**src/rtl/ssw_pkg.sv**
```systemverilog
package ssw_pkg;

    typedef enum logic [2:0] {
        OP_READ  = 3'd0,
        OP_WBYTE = 3'd1,
        OP_WWORD = 3'd2,
        OP_TAS   = 3'd3,
        OP_MCLR  = 3'd4,
        OP_MREAD = 3'd5
    } ssw_op_e;

    typedef enum logic [1:0] {
        ST_WIPE,
        ST_SERVE,
        ST_HOLD
    } ssw_state_e;

    function automatic logic op_is_mutex(input logic [2:0] op);
        return (op == OP_TAS) || (op == OP_MCLR) || (op == OP_MREAD);
    endfunction

endpackage

```
**src/rtl/ssw_wiper.sv**
```systemverilog
module ssw_wiper #(
    parameter int AW = 8
) (
    input  logic          clk,
    input  logic          rst_n,
    output logic [AW-1:0] addr,
    output logic          last
);
    localparam logic [AW-1:0] LAST_ADDR = {AW{1'b1}};

    logic [AW-1:0] cnt_q;
    logic          run_q;

    always_ff @(posedge clk or negedge rst_n) begin
        if (!rst_n) begin
            cnt_q <= '0;
            run_q <= 1'b1;
        end else if (run_q) begin
            cnt_q <= cnt_q + 1'b1;
            if (cnt_q == LAST_ADDR) run_q <= 1'b0;
        end
    end

    assign addr = cnt_q;
    assign last = run_q && (cnt_q == LAST_ADDR);

    // addresses advance by one per cycle during the sweep
    assert_sweep_step_R1: assert property (@(posedge clk) disable iff (!rst_n)
        (run_q && !last) |=> (cnt_q == $past(cnt_q) + 1'b1));

endmodule

```
**src/rtl/ssw_picker.sv**
```systemverilog
module ssw_picker #(
    parameter int N  = 3,
    parameter int IW = 2
) (
    input  logic [N-1:0]  req,
    input  logic [N-1:0]  is_mut,
    output logic          vld,
    output logic [IW-1:0] idx
);
    logic [N-1:0] mem_req;
    logic [N-1:0] pool;

    for (genvar g = 0; g < N; g++) begin : g_class
        assign mem_req[g] = req[g] & ~is_mut[g];
    end

    assign pool = (|mem_req) ? mem_req : req;

    always_comb begin
        vld = |pool;
        idx = '0;
        for (int i = N - 1; i >= 0; i--) begin
            if (pool[i]) idx = IW'(i);
        end
    end

endmodule

```
**src/rtl/ssw_locks.sv**
```systemverilog
module ssw_locks
    import ssw_pkg::*;
#(
    parameter int NM = 8,
    parameter int MW = 3
) (
    input  logic          clk,
    input  logic          rst_n,
    input  logic          en,
    input  logic [2:0]    op,
    input  logic [MW-1:0] sel,
    output logic          cur
);
    logic [NM-1:0] lk_q;

    assign cur = lk_q[sel];

    always_ff @(posedge clk or negedge rst_n) begin
        if (!rst_n) begin
            lk_q <= '0;
        end else if (en) begin
            if (op == OP_TAS)       lk_q[sel] <= 1'b1;
            else if (op == OP_MCLR) lk_q[sel] <= 1'b0;
        end
    end

    assert_tas_sets_R9: assert property (@(posedge clk) disable iff (!rst_n)
        (en && op == OP_TAS) |=> lk_q[$past(sel)]);

    assert_clear_zero_R10: assert property (@(posedge clk) disable iff (!rst_n)
        (en && op == OP_MCLR) |=> !lk_q[$past(sel)]);

    assert_read_keeps_R10: assert property (@(posedge clk) disable iff (!rst_n)
        (en && op == OP_MREAD) |=> (lk_q == $past(lk_q)));

endmodule

```
**src/rtl/shared_sram_switch.sv**
```systemverilog
module shared_sram_switch
    import ssw_pkg::*;
#(
    parameter int AW     = 8,
    parameter int DW     = 16,
    parameter int NCPU   = 3,
    parameter int NMUTEX = 8
) (
    input  logic                    clk,
    input  logic                    rst_n,
    input  logic                    blank_n,
    input  logic                    vid_req,
    input  logic [AW-1:0]           vid_addr,
    output logic [DW-1:0]           vid_rdata,
    output logic                    vid_rvalid,
    input  logic [NCPU-1:0]         cpu_req,
    input  logic [3*NCPU-1:0]       cpu_op,
    input  logic [(AW+1)*NCPU-1:0]  cpu_addr,
    input  logic [DW*NCPU-1:0]      cpu_wdata,
    output logic [NCPU-1:0]         cpu_ack,
    output logic [DW*NCPU-1:0]      cpu_rdata,
    output logic [AW-1:0]           sram_addr,
    output logic [DW-1:0]           sram_wdata,
    output logic [1:0]              sram_be,
    output logic                    sram_we,
    input  logic [DW-1:0]           sram_rdata
);
    localparam int IW  = (NCPU > 1) ? $clog2(NCPU) : 1;
    localparam int MW  = (NMUTEX > 1) ? $clog2(NMUTEX) : 1;
    localparam int BW  = DW / 2;
    localparam int CAW = AW + 1;
    localparam int OPW = 3;

    // per-CPU lanes
    logic [OPW-1:0] op_a   [NCPU];
    logic [CAW-1:0] addr_a [NCPU];
    logic [DW-1:0]  wd_a   [NCPU];
    logic [DW-1:0]  rdata_q[NCPU];
    logic [NCPU-1:0] mut_v;
    logic [NCPU-1:0] ack_q;

    for (genvar g = 0; g < NCPU; g++) begin : g_lane
        assign op_a[g]   = cpu_op[g*OPW +: OPW];
        assign addr_a[g] = cpu_addr[g*CAW +: CAW];
        assign wd_a[g]   = cpu_wdata[g*DW +: DW];
        assign mut_v[g]  = op_is_mutex(op_a[g]);
        assign cpu_rdata[g*DW +: DW] = rdata_q[g];
    end

    ssw_state_e     state_q, state_d;
    logic [IW-1:0]  owner_q;
    logic           pick_vld;
    logic [IW-1:0]  pick_idx;
    logic [AW-1:0]  wipe_addr;
    logic           wipe_last;
    logic           grant;
    logic           lock_en;
    logic           lock_bit;
    logic           lock_res;
    logic [OPW-1:0] sel_op;
    logic [CAW-1:0] sel_addr;
    logic [DW-1:0]  sel_wd;
    logic           sel_mut;
    logic [DW-1:0]  vid_rdata_q;
    logic           vid_rvalid_q;

    ssw_wiper #(.AW(AW)) u_wipe (
        .clk  (clk),
        .rst_n(rst_n),
        .addr (wipe_addr),
        .last (wipe_last)
    );

    ssw_picker #(.N(NCPU), .IW(IW)) u_pick (
        .req   (cpu_req),
        .is_mut(mut_v),
        .vld   (pick_vld),
        .idx   (pick_idx)
    );

    assign sel_op   = op_a[pick_idx];
    assign sel_addr = addr_a[pick_idx];
    assign sel_wd   = wd_a[pick_idx];
    assign sel_mut  = mut_v[pick_idx];

    assign grant   = (state_q == ST_SERVE) && !vid_req && !blank_n && pick_vld;
    assign lock_en = grant && sel_mut;

    ssw_locks #(.NM(NMUTEX), .MW(MW)) u_locks (
        .clk  (clk),
        .rst_n(rst_n),
        .en   (lock_en),
        .op   (sel_op),
        .sel  (sel_addr[MW-1:0]),
        .cur  (lock_bit)
    );

    assign lock_res = (sel_op == OP_MCLR) ? 1'b0 : lock_bit;

    // state register
    always_ff @(posedge clk or negedge rst_n) begin
        if (!rst_n) state_q <= ST_WIPE;
        else        state_q <= state_d;
    end

    // next state
    always_comb begin
        state_d = state_q;
        unique case (state_q)
            ST_WIPE:  if (wipe_last)        state_d = ST_SERVE;
            ST_SERVE: if (grant)            state_d = ST_HOLD;
            ST_HOLD:  if (!cpu_req[owner_q]) state_d = ST_SERVE;
            default:                        state_d = ST_WIPE;
        endcase
    end

    // SRAM port outputs
    always_comb begin
        sram_addr  = vid_addr;
        sram_wdata = '0;
        sram_be    = 2'b11;
        sram_we    = 1'b0;
        unique case (state_q)
            ST_WIPE: begin
                sram_addr = wipe_addr;
                sram_we   = 1'b1;
            end
            ST_SERVE: begin
                if (grant && !sel_mut) begin
                    sram_addr = sel_addr[CAW-1:1];
                    if (sel_op == OP_WBYTE) begin
                        sram_we    = 1'b1;
                        sram_be    = sel_addr[0] ? 2'b10 : 2'b01;
                        sram_wdata = {2{sel_wd[BW-1:0]}};
                    end else if (sel_op == OP_WWORD) begin
                        sram_we    = 1'b1;
                        sram_wdata = sel_wd;
                    end
                end
            end
            ST_HOLD: begin
                sram_addr = vid_addr;
            end
            default: begin
                sram_addr = vid_addr;
            end
        endcase
    end

    // handshake and result registers
    always_ff @(posedge clk or negedge rst_n) begin
        if (!rst_n) begin
            ack_q        <= '0;
            owner_q      <= '0;
            vid_rvalid_q <= 1'b0;
            vid_rdata_q  <= '0;
            for (int i = 0; i < NCPU; i++) rdata_q[i] <= '0;
        end else begin
            vid_rvalid_q <= (state_q == ST_SERVE) && vid_req;
            if ((state_q == ST_SERVE) && vid_req) vid_rdata_q <= sram_rdata;
            if (grant) begin
                ack_q[pick_idx]   <= 1'b1;
                owner_q           <= pick_idx;
                rdata_q[pick_idx] <= sel_mut ? {{(DW-1){1'b0}}, lock_res} : sram_rdata;
            end
            if ((state_q == ST_HOLD) && !cpu_req[owner_q]) ack_q[owner_q] <= 1'b0;
        end
    end

    assign cpu_ack    = ack_q;
    assign vid_rdata  = vid_rdata_q;
    assign vid_rvalid = vid_rvalid_q;

    // checks on the handshake and arbitration
    assert_single_ack_R5: assert property (@(posedge clk) disable iff (!rst_n)
        $onehot0(cpu_ack));

    assert_wipe_quiet_R1: assert property (@(posedge clk) disable iff (!rst_n)
        (state_q == ST_WIPE) |-> (cpu_ack == '0 && !vid_rvalid));

    for (genvar g = 0; g < NCPU; g++) begin : g_chk
        assert_blank_gate_R3: assert property (@(posedge clk) disable iff (!rst_n)
            $rose(cpu_ack[g]) |-> !$past(blank_n));

        assert_video_first_R2: assert property (@(posedge clk) disable iff (!rst_n)
            $rose(cpu_ack[g]) |-> !$past(vid_req));

        assert_hold_ack_R5: assert property (@(posedge clk) disable iff (!rst_n)
            (cpu_ack[g] && cpu_req[g]) |=> cpu_ack[g]);

        assert_rdata_stable_R6: assert property (@(posedge clk) disable iff (!rst_n)
            (cpu_ack[g] && $past(cpu_ack[g])) |-> $stable(cpu_rdata[g*DW +: DW]));

        assert_mem_first_R4: assert property (@(posedge clk) disable iff (!rst_n)
            ($rose(cpu_ack[g]) && $past(mut_v[g])) |-> !$past(|(cpu_req & ~mut_v)));
    end

endmodule

```
**config.mk**
```make
export PLATFORM = sky130hd
export DESIGN_NAME = shared_sram_switch
export DESIGN_NICKNAME = d
export VERILOG_FILES = /design/src/rtl/ssw_pkg.sv /design/src/rtl/ssw_wiper.sv /design/src/rtl/ssw_picker.sv /design/src/rtl/ssw_locks.sv /design/src/rtl/shared_sram_switch.sv
export SDC_FILE = /design/constraint.sdc
export NUM_CORES = 1
export LEC_CHECK = 0
export BUFFER_PORTS_ARGS = -buffer_cell sky130_fd_sc_hd__buf_2
export CAP_MARGIN = 20
export CORE_AREA = 2 2 75 148
export DETAILED_ROUTE_END_ITERATION = 16
export DIE_AREA = 0 0 77 150
export HOLD_SLACK_MARGIN = 0.1
export MAX_ROUTING_LAYER = met4
export PLACE_DENSITY = 0.86
export SLEW_MARGIN = 5
export SYNTH_ARGS = -nofsm -noshare
export SYNTH_HDL_FRONTEND = slang
export SYNTH_SLANG_ARGS = --single-unit
```
**constraint.sdc**
```tcl
create_clock -name clk -period 3.86 [get_ports clk]
set_input_delay 0.772 -clock clk [delete_from_list [all_inputs] [get_ports clk]]
set_output_delay 0.772 -clock clk [all_outputs]
set_load 0.01 [all_outputs]
```
==> run metrics, run 1 <==
clock buffer depth=2; Synth top area share=0.4521; LEAKAGE=3.500 nW; crit-path max FO=17; Comb pwr share=0.391; remaining antenna violation count=0; pre-CTS setup slack=slightly above 0.03 ns; Worst Skew=0.007030 ns; vias per cell=5.423; via count=5179; Final Hold Viols=0; ys async rst share=1.000; die height=150 µm; Max-cap violations=0; Required @ worst endpoint=between 3 and 4 ns; Rows=53; Die X=around 77 µm; fmax=265.4 MHz; Syn Area/Cell=8.159 µm²; clk sinks=89; ys flop type=dfrtp_1; drt pass-1 iters=5; Synth warnings=0; clock buffer count from CTS=9; first-pass GRT wire length=23.86 mm; final worst path period share=0.9763; Reg clk slew, reported paths=0.07 ns; PortBufs=209; Final nets=928; total I/O pin count=210; H-tree Lvls=3; P_int=2.377 mW; total wire length=15.63 mm; clock share of power=0.230; Die ar.=11550 µm²; DR WL/cell=16.37 µm; post-synthesis cell area=4871 µm²; CP arrival=3.00 ns; register area share after synthesis=0.4575; final instance area=6530 µm²; hold_buf cts=0; gpl congestion=0.8943; Root Buffer=clkbuf_16; EDFF count, synth=0; crit end category=output port; Slew HR=0.2705; GRT Total Usage=0.2688; Psw=1.426 mW; area growth from synthesis to layout=34.06%; initial antenna violation count=1; Final min period=3.769 ns; worst skew pair latency=0.33 ns; Mapped Nets=713; Syn Inst Count=between 500 and 600; Worst Tran Pin Value=about 1.1 ns; share of power burned in registers=0.379; core area=10480 µm²; Synth cell types=52; layout cell share with drive strength beyond 1=0.3317; Peak supply drop=0.4943 mV; Net Sw Frac=0.3750; Cell Pwr Density=~580 nW/µm²; largest net degree at the start of global routing=82; Crit path largest cell delay=0.37 ns; Top delay family on crit path=compound AO/OA/AOI/OAI gates; fin worst setup slack=0.09139 ns; initial drt markers=300; grt total ovfl=0; CTS tree=yes; # DRC=0; status=finished clean; WP buf/inv=4; crit path launch type=primary input; hpwl dp=12.01 mm; dpl cell area=6155 µm²; vias in the first global route=5002; Worst path slowest cell=or3_1; initial core utilization=0.4649; max-slew violations=0; flops & latches, synth=slightly below 90; top post-synthesis cells by area=dfrtp_1 45%, nand2_1 13%, o21ai_0 5.8%; final-report setup violation count=0; area leader, netlist=dfrtp_1; critical path type=primary input to output port; HP Class=primary input to async pin; worst-path cell chain=buf_2 -> and2b_1 -> o31ai_4 -> buf_4 -> a221oi_2 -> o31ai_2 -> xnor2_1 -> or3_1 -> buf_4 -> a21oi_2 -> buf_2
[cell type report]
cell class              instances  area (µm²)
fillers                       949        3948
multi-input cells             458        2455
flip-flops and latches         89        2228
repair buffers                238        1311
clock buffers                  10       229.0
well taps                     137       171.4
clock inverters                 6       72.57
inverters                      16       60.06
diodes                          1       2.502
[what timing repair did]
item | 4_1_cts | 5_1_grt
setup endpoints to repair | 0 | 18
resized for setup | 0 | 6
buffers inserted | 0 | 3
[Yosys cell counts, types with 4 or more instances]
cell / count
mux2i_1: 15
buf_2: 5
o31ai_1: 5
nand4_1: 6
nand2_1: 172
inv_1: 14
nor2_1: 56
o22ai_1: 8
a31oi_1: 23
a21oi_1: 27
nand3_1: 9
nor2b_1: 14
clkbuf_1: 27
nor4_1: 4
xor2_1: 4
xnor2_1: 4
a221oi_1: 5
dfrtp_1: 88
o31a_1: 5
o21ai_0: 56
[final timing paths]
path / from / to / slack, ns / depth (start not counted)
setup reg to reg: state_q[1] / vid_rdata[12] / 1.61 / 6
hold reg to reg: vid_rdata[15] / vid_rdata[15] / 0.47 / 2
hold / removal: rst_n / vid_rvalid / 0.30 / 1
setup / recovery: cpu_op[7] / sram_we / 0.09 / 11
min in group clk: vid_rdata[15] / vid_rdata[15] / 0.47 / 2
max in group asynchronous: rst_n / u_wipe.run_q / 2.69 / 3
[layer usage]
layer	routed length [µm]	track usage
met1	5657	0.2616
met2	8387	0.4991
met3	864	0.04524
met4	725	0.1473
met5	0	-
[power groups by stage]
| stage | sequential (mW) | combinational [mW] | clock [mW] |
|---|---|---|---|
| after floorplan | 1.59 | 0.637 | 0 |
| after global placement | 1.44 | 1.44 | 0 |
| after detailed placement | 1.45 | 1.48 | 0 |
| after CTS | 1.44 | 1.48 | 0.899 |
| after global routing | 1.48 | 1.65 | 0.933 |
| final | 1.44 | 1.49 | 0.874 |
[placed cells by master (no fill, tap or decap), drive strengths merged, types with 10 or more instances in the layout]
cell      n
inv      17
a31oi    24
nor2     56
a21oi    28
clkbuf   10
buf     238
nand2   172
nor2b    14
o21ai    57
mux2i    15
dfrtp    88
[kinds of logic after synthesis]
kind of cell | after synthesis | synth area share
AND/OR/NAND/NOR | 280 | 0.2456
XOR/XNOR | 8 | 0.01438
AO/OA/AOI/OAI | 153 | 0.2040
flip-flops | 89 | 0.4575
buffers and inverters | 50 | 0.04290
multiplexers | 16 | 0.03314
adder cells (fa/ha/maj) | 1 | 0.002568
[flip-flops by register name, summed over array words and instances (netlist names), named ones only]
name,cells
state_q,2
cpu_rdata,48
vid_rvalid,1
u_wipe.addr,8
u_wipe.run_q,1
owner_q,2
vid_rdata,16
cpu_ack,3
[metrics by stage]
step                instances  hold WS [ns]  setup TNS (ns)  utilization  power, mW
detailed placement        934        0.4569               0       0.5874      2.932
CTS                       950        0.4730               0       0.6162      3.822
global route              955        0.3017       -0.008598       0.6232      4.059
global placement          934        0.4558               0       0.5874      2.886
finish                    955        0.2974               0       0.6232      3.803
floorplan                 597        0.4634               0            -      2.223
(Power assumes the default switching activity.)
==> run 2: changes to the inputs <==
Settings changed: CORE_AREA 2 2 75 148 to 2 2 72 142, DIE_AREA 0 0 77 150 to 0 0 74 144, PLACE_DENSITY 0.86 to 0.92.
Clock period 3.86 ns to 4.63 ns, I/O delays scaled along.
==> run 2 against run 1 <==
Against the previous run: clock power shrank 16%; flip-flop and latch count did not move; sequential power fell by 15%; largest cell class unchanged.
==> run metrics, run 2 (synthesis results as in run 1) <==
Reg clk slew, reported paths=0.07 ns; clock buffer count from CTS=9; Slew HR=0.3882; layout cell share with drive strength beyond 1=0.3147; Top delay family on crit path=simple AND/OR/NAND/NOR gates; Crit path largest cell delay=0.65 ns; setup tns final=0 ns; vias per cell=5.366; total I/O pin count=210; Worst Tran Pin Value=0.9100 ns; total wire length=14.08 mm; Seq. cell area=~2200 µm²; die height=144 µm; gpl congestion=0.9597; most frequent CP cell=buf_2; Worst Skew=approximately 0.0060 ns; first-pass GRT wire length=approximately 22 mm; crit-path max FO=9; most frequent cells in the layout=208 x buf_2, 172 x nand2_1, 88 x dfrtp_1; CP arrival=around 3.4 ns; CP endpoint=sram_be[1]; worst-path cell chain=buf_2 -> and3b_1 -> o22ai_2 -> and3_1 -> o31ai_4 -> or3b_2 -> nor2_1 -> nand2_1 -> buf_2; r2r startpoint=state_q[0]; final-report setup violation count=0; max reg flops=48; Cell Pwr Density=between 400 and 500 nW/µm²; area growth from synthesis to layout=30.62%; H-tree Lvls=3; max-slew violations=0; fmax=231.4 MHz; critical path type=primary input to output port; PortBufs=209; # DRC=0; RSZ-0062 raised after global routing=no; remaining antenna violation count=0; Fillers=a little over 800; Peak supply drop=0.4347 mV; final total power=3.106 mW; area of the multi-input gates=2434 µm²; Die X=74 µm; initial antenna violation count=1; crit path from=cpu_op[8]; hold_buf cts=0; Post-CTS Resized=0; Rows=51; DR WL/cell=approximately 15 µm; LEAKAGE=3.420 nW; via count=5028; GRT Total Usage=0.2694; clock buffer depth=2; grt total ovfl=0; Final min period=4.321 ns; commonest non-fill, non-tap cell in the layout=buf_2; crit path launch type=primary input; hpwl dp=10.99 mm; initial core utilization=0.5055; worst r2r path cells=6; WP buf/inv=2; Final Hold Viols=0; Worst path slowest cell=or3b_2; core area=9635 µm²; Die ar.=10660 µm²; crit end category=output port; FF-to-FF setup slack=2.29 ns; final worst path period share=0.9333; worst skew pair latency=0.33 ns; Required @ worst endpoint=~3.7 ns; # Post-CTS Setup Buffers=0; HP Class=flip-flop to flip-flop; WP depth=9; CTS tree=yes; largest net degree at the start of global routing=63; clk sinks=around 90; Final nets=approximately 920; Root Buffer=clkbuf_16; initial drt markers=271; drt pass-1 iters=5; status=finished clean; vias in the first global route=4587; Max-cap violations=0; hold_sp=cpu_rdata[5]
[run 2: worst min-delay path: stages, from the launching register on]
cell and delay [ns]:
dfrtp_1 0.34, nand2_1 0.04, o21ai_0 0.06
[run 2: worst min-delay path by stage]
stage / slack, ns / end / depth (start not counted)
after floorplan: 0.46 / u_wipe.addr[7] / 1
after global placement: 0.46 / cpu_rdata[24] / 2
after detailed placement: 0.46 / vid_rdata[15] / 2
after CTS: 0.48 / cpu_rdata[22] / 2
after global routing: 0.50 / vid_rdata[15] / 2
final: 0.47 / cpu_rdata[5] / 2
[run 2: per-layer routing]
| metal | vias to the layer above | global-route usage | share of wire |
|---|---|---|---|
| met5 | - | - | 0 |
| met2 | 222 | 0.4784 | 0.54 |
| met4 | 0 | 0.1110 | 0.028 |
| li1 | 2465 | - | - |
| met1 | 2314 | 0.2860 | 0.36 |
| met3 | 27 | 0.04948 | 0.068 |
[run 2: area by class of cell]
type | instances | share of cell area
antenna | 1 | 0.0003933
clock buffer | 10 | 0.03599
clock inverter | 6 | 0.01180
inverter | 16 | 0.009440
multi-input combinational | 458 | 0.3825
sequential | 89 | 0.3502
tap | 132 | 0.02596
timing repair buffer | 225 | 0.1837
[run 2: metrics by stage]
| stage | std cells | worst slack (ns) | utilization | instance area (µm²) | hold WS (ns) |
|---|---|---|---|---|---|
| floorplan | 597 | 0.8118 | - | 4871 | 0.4634 |
| global placement | 920 | 0.3679 | 0.6285 | 6056 | 0.4558 |
| detailed placement | 920 | 0.2994 | 0.6285 | 6056 | 0.4617 |
| CTS | 936 | 0.3111 | 0.6600 | 6360 | 0.4792 |
| global route | 937 | 0.1855 | 0.6603 | 6362 | 0.4970 |
| finish | 937 | 0.3089 | 0.6603 | 6362 | 0.4726 |
[run 2: report_power, final]
group | internal [mW] | switching, mW | leakage [nW]
Combinational | 0.481 | 0.675 | 2.14
Clock | 0.426 | 0.305 | 0.145
Sequential | 1.05 | 0.171 | 1.13
Total | 1.95 | 1.15 | 3.42
==> run 3: changes to the inputs <==
Clock period 4.63 ns to 5.05 ns, I/O delays scaled along.
==> run 3 against run 2 <==
Against the previous run: non-clock buffer count down 4; die area unchanged; combinational power down 9%; critical path depth unchanged; sequential share of layout area up 0.090 points.
==> run metrics, run 3 (synthesis results as in run 1) <==
Root Buffer=clkbuf_16; final-report setup violation count=0; P_int=1.737 mW; most frequent CP cell=buf_2; GRT Total Usage=0.2788; Comb pwr share=0.379; remaining antenna violation count=0; first-pass GRT wire length=around 22 mm; status=finished clean; H-tree Lvls=3; initial antenna violation count=1; core area=9635 µm²; drt pass-1 iters=4; total I/O pin count=210; DP Cell Count=914; final instance count without filler cells=approximately 930; hpwl dp=11.23 mm; DR WL/cell=15.57 µm; Required @ worst endpoint=4.04 ns; HP Class=flip-flop to flip-flop; LEAKAGE=3.402 nW; Final Hold Viols=0; worst-path cell chain=buf_2 -> and3b_1 -> o22ai_2 -> and3_1 -> o31ai_4 -> or3b_2 -> nor2_1 -> nand2_1 -> buf_2; crit path launch type=primary input; Max-cap violations=0; Psw=1.068 mW; largest net degree at the start of global routing=60; vias per cell=5.436; Net Sw Frac=0.3807; max reg flops=between 40 and 50; Worst Skew=0.007668 ns; Post-CTS Resized=0; Peak supply drop=0.3284 mV; via count=5072; initial core utilization=0.5055; # Post-CTS Setup Buffers=0; final worst path period share=0.9149; most frequent cells in the layout=208 x buf_2, 172 x nand2_1, 88 x dfrtp_1; fmax=216.4 MHz; max-slew violations=0; total wire length=~15 mm; Slew HR=0.3141; pre-CTS setup slack=0.4539 ns; final instance area=6346 µm²; commonest non-fill, non-tap cell in the layout=buf_2; area growth from synthesis to layout=30.29%; PortBufs=209; fin worst setup slack=around 0.43 ns; Final min period=4.620 ns; Reg clk slew, reported paths=0.07 ns; CTS tree=yes; Die ar.=10660 µm²; Cell Pwr Density=442.1 nW/µm²; Die X=74 µm; clk sinks=89; gpl congestion=roughly 0.94; crit-path max FO=13; grt total ovfl=0; worst skew pair latency=0.33 ns; Worst path slowest cell=or3b_2; crit end category=output port; clock buffer depth=2; CP arrival=3.61 ns; clock share of power=0.221; setup tns final=0 ns; Crit path largest cell delay=0.66 ns; dpl cell area=6011 µm²; # DRC=0; die height=144 µm; share of power burned in registers=0.400; Worst Tran Pin Value=1.029 ns; layout cell share with drive strength beyond 1=0.3113; critical path type=primary input to output port; final total power=between 2 and 3 mW; clock buffer count from CTS=9; Final nets=~910; initial drt markers=305; RSZ-0062 raised after global routing=no; hold_buf cts=0; vias in the first global route=4731; Rows=slightly above 50
==> run 3: layout make-up <==
type | instances | area [µm²]
Inverter | 16 | 60.06
Timing Repair Buffer | 221 | 1179
Antenna cell | 1 | 2.502
Sequential cell | 89 | 2228
Clock inverter | 6 | 48.80
Clock buffer | 10 | 229.0
Fill cell | 809 | 3289
Tap cell | 132 | 165.2
Multi-Input combinational cell | 458 | 2434
==> run 3: routing by layer <==
metal,wire [µm],track usage,vias to the layer above,part of all wire
met4,470,0.1301,0,0.032
li1,-,-,2461,-
met2,7847,0.4906,214,0.54
met5,0,-,-,0
met3,866,0.04808,36,0.060
met1,5341,0.2952,2361,0.37
==> run 3: final timing paths <==
check / from / to / slack (ns) / cells past startpoint
worst max-delay path: cpu_op[8] / sram_be[1] / 0.43 / 9
worst min-delay path: vid_rdata[3] / vid_rdata[3] / 0.47 / 2
worst max register to register: state_q[1] / vid_rdata[0] / 2.41 / 5
worst min register to register: vid_rdata[3] / vid_rdata[3] / 0.47 / 2
max in group asynchronous: rst_n / cpu_rdata[16] / 3.38 / 2
min in group asynchronous: rst_n / cpu_rdata[18] / 0.60 / 1
==> run 3: power by group through the flow <==
stage	Sequential [mW]	Clock, mW	Combinational, mW
2_1_floorplan	1.21	0	0.487
3_3_place_gp	1.12	0	1.04
3_5_place_dp	1.12	0	1.07
4_1_cts	1.12	0.633	1.07
5_1_grt	1.15	0.669	1.18
6_report	1.12	0.621	1.06
==> run 3: metrics by stage <==
step | hold WS (ns) | util
5_1_grt | 0.4876 | 0.6586
2_1_floorplan | 0.4634 | -
3_5_place_dp | 0.4574 | 0.6238
3_3_place_gp | 0.4546 | 0.6238
4_1_cts | 0.4740 | 0.6526
6_report | 0.4692 | 0.6586
==> run 3: critical path, delay by kind of cell <==
kind | cells | cell delay (ns)
AND/OR/NAND/NOR | 5 | 1.75
AO/OA/AOI/OAI | 2 | 0.59
buffers and inverters | 2 | 0.25
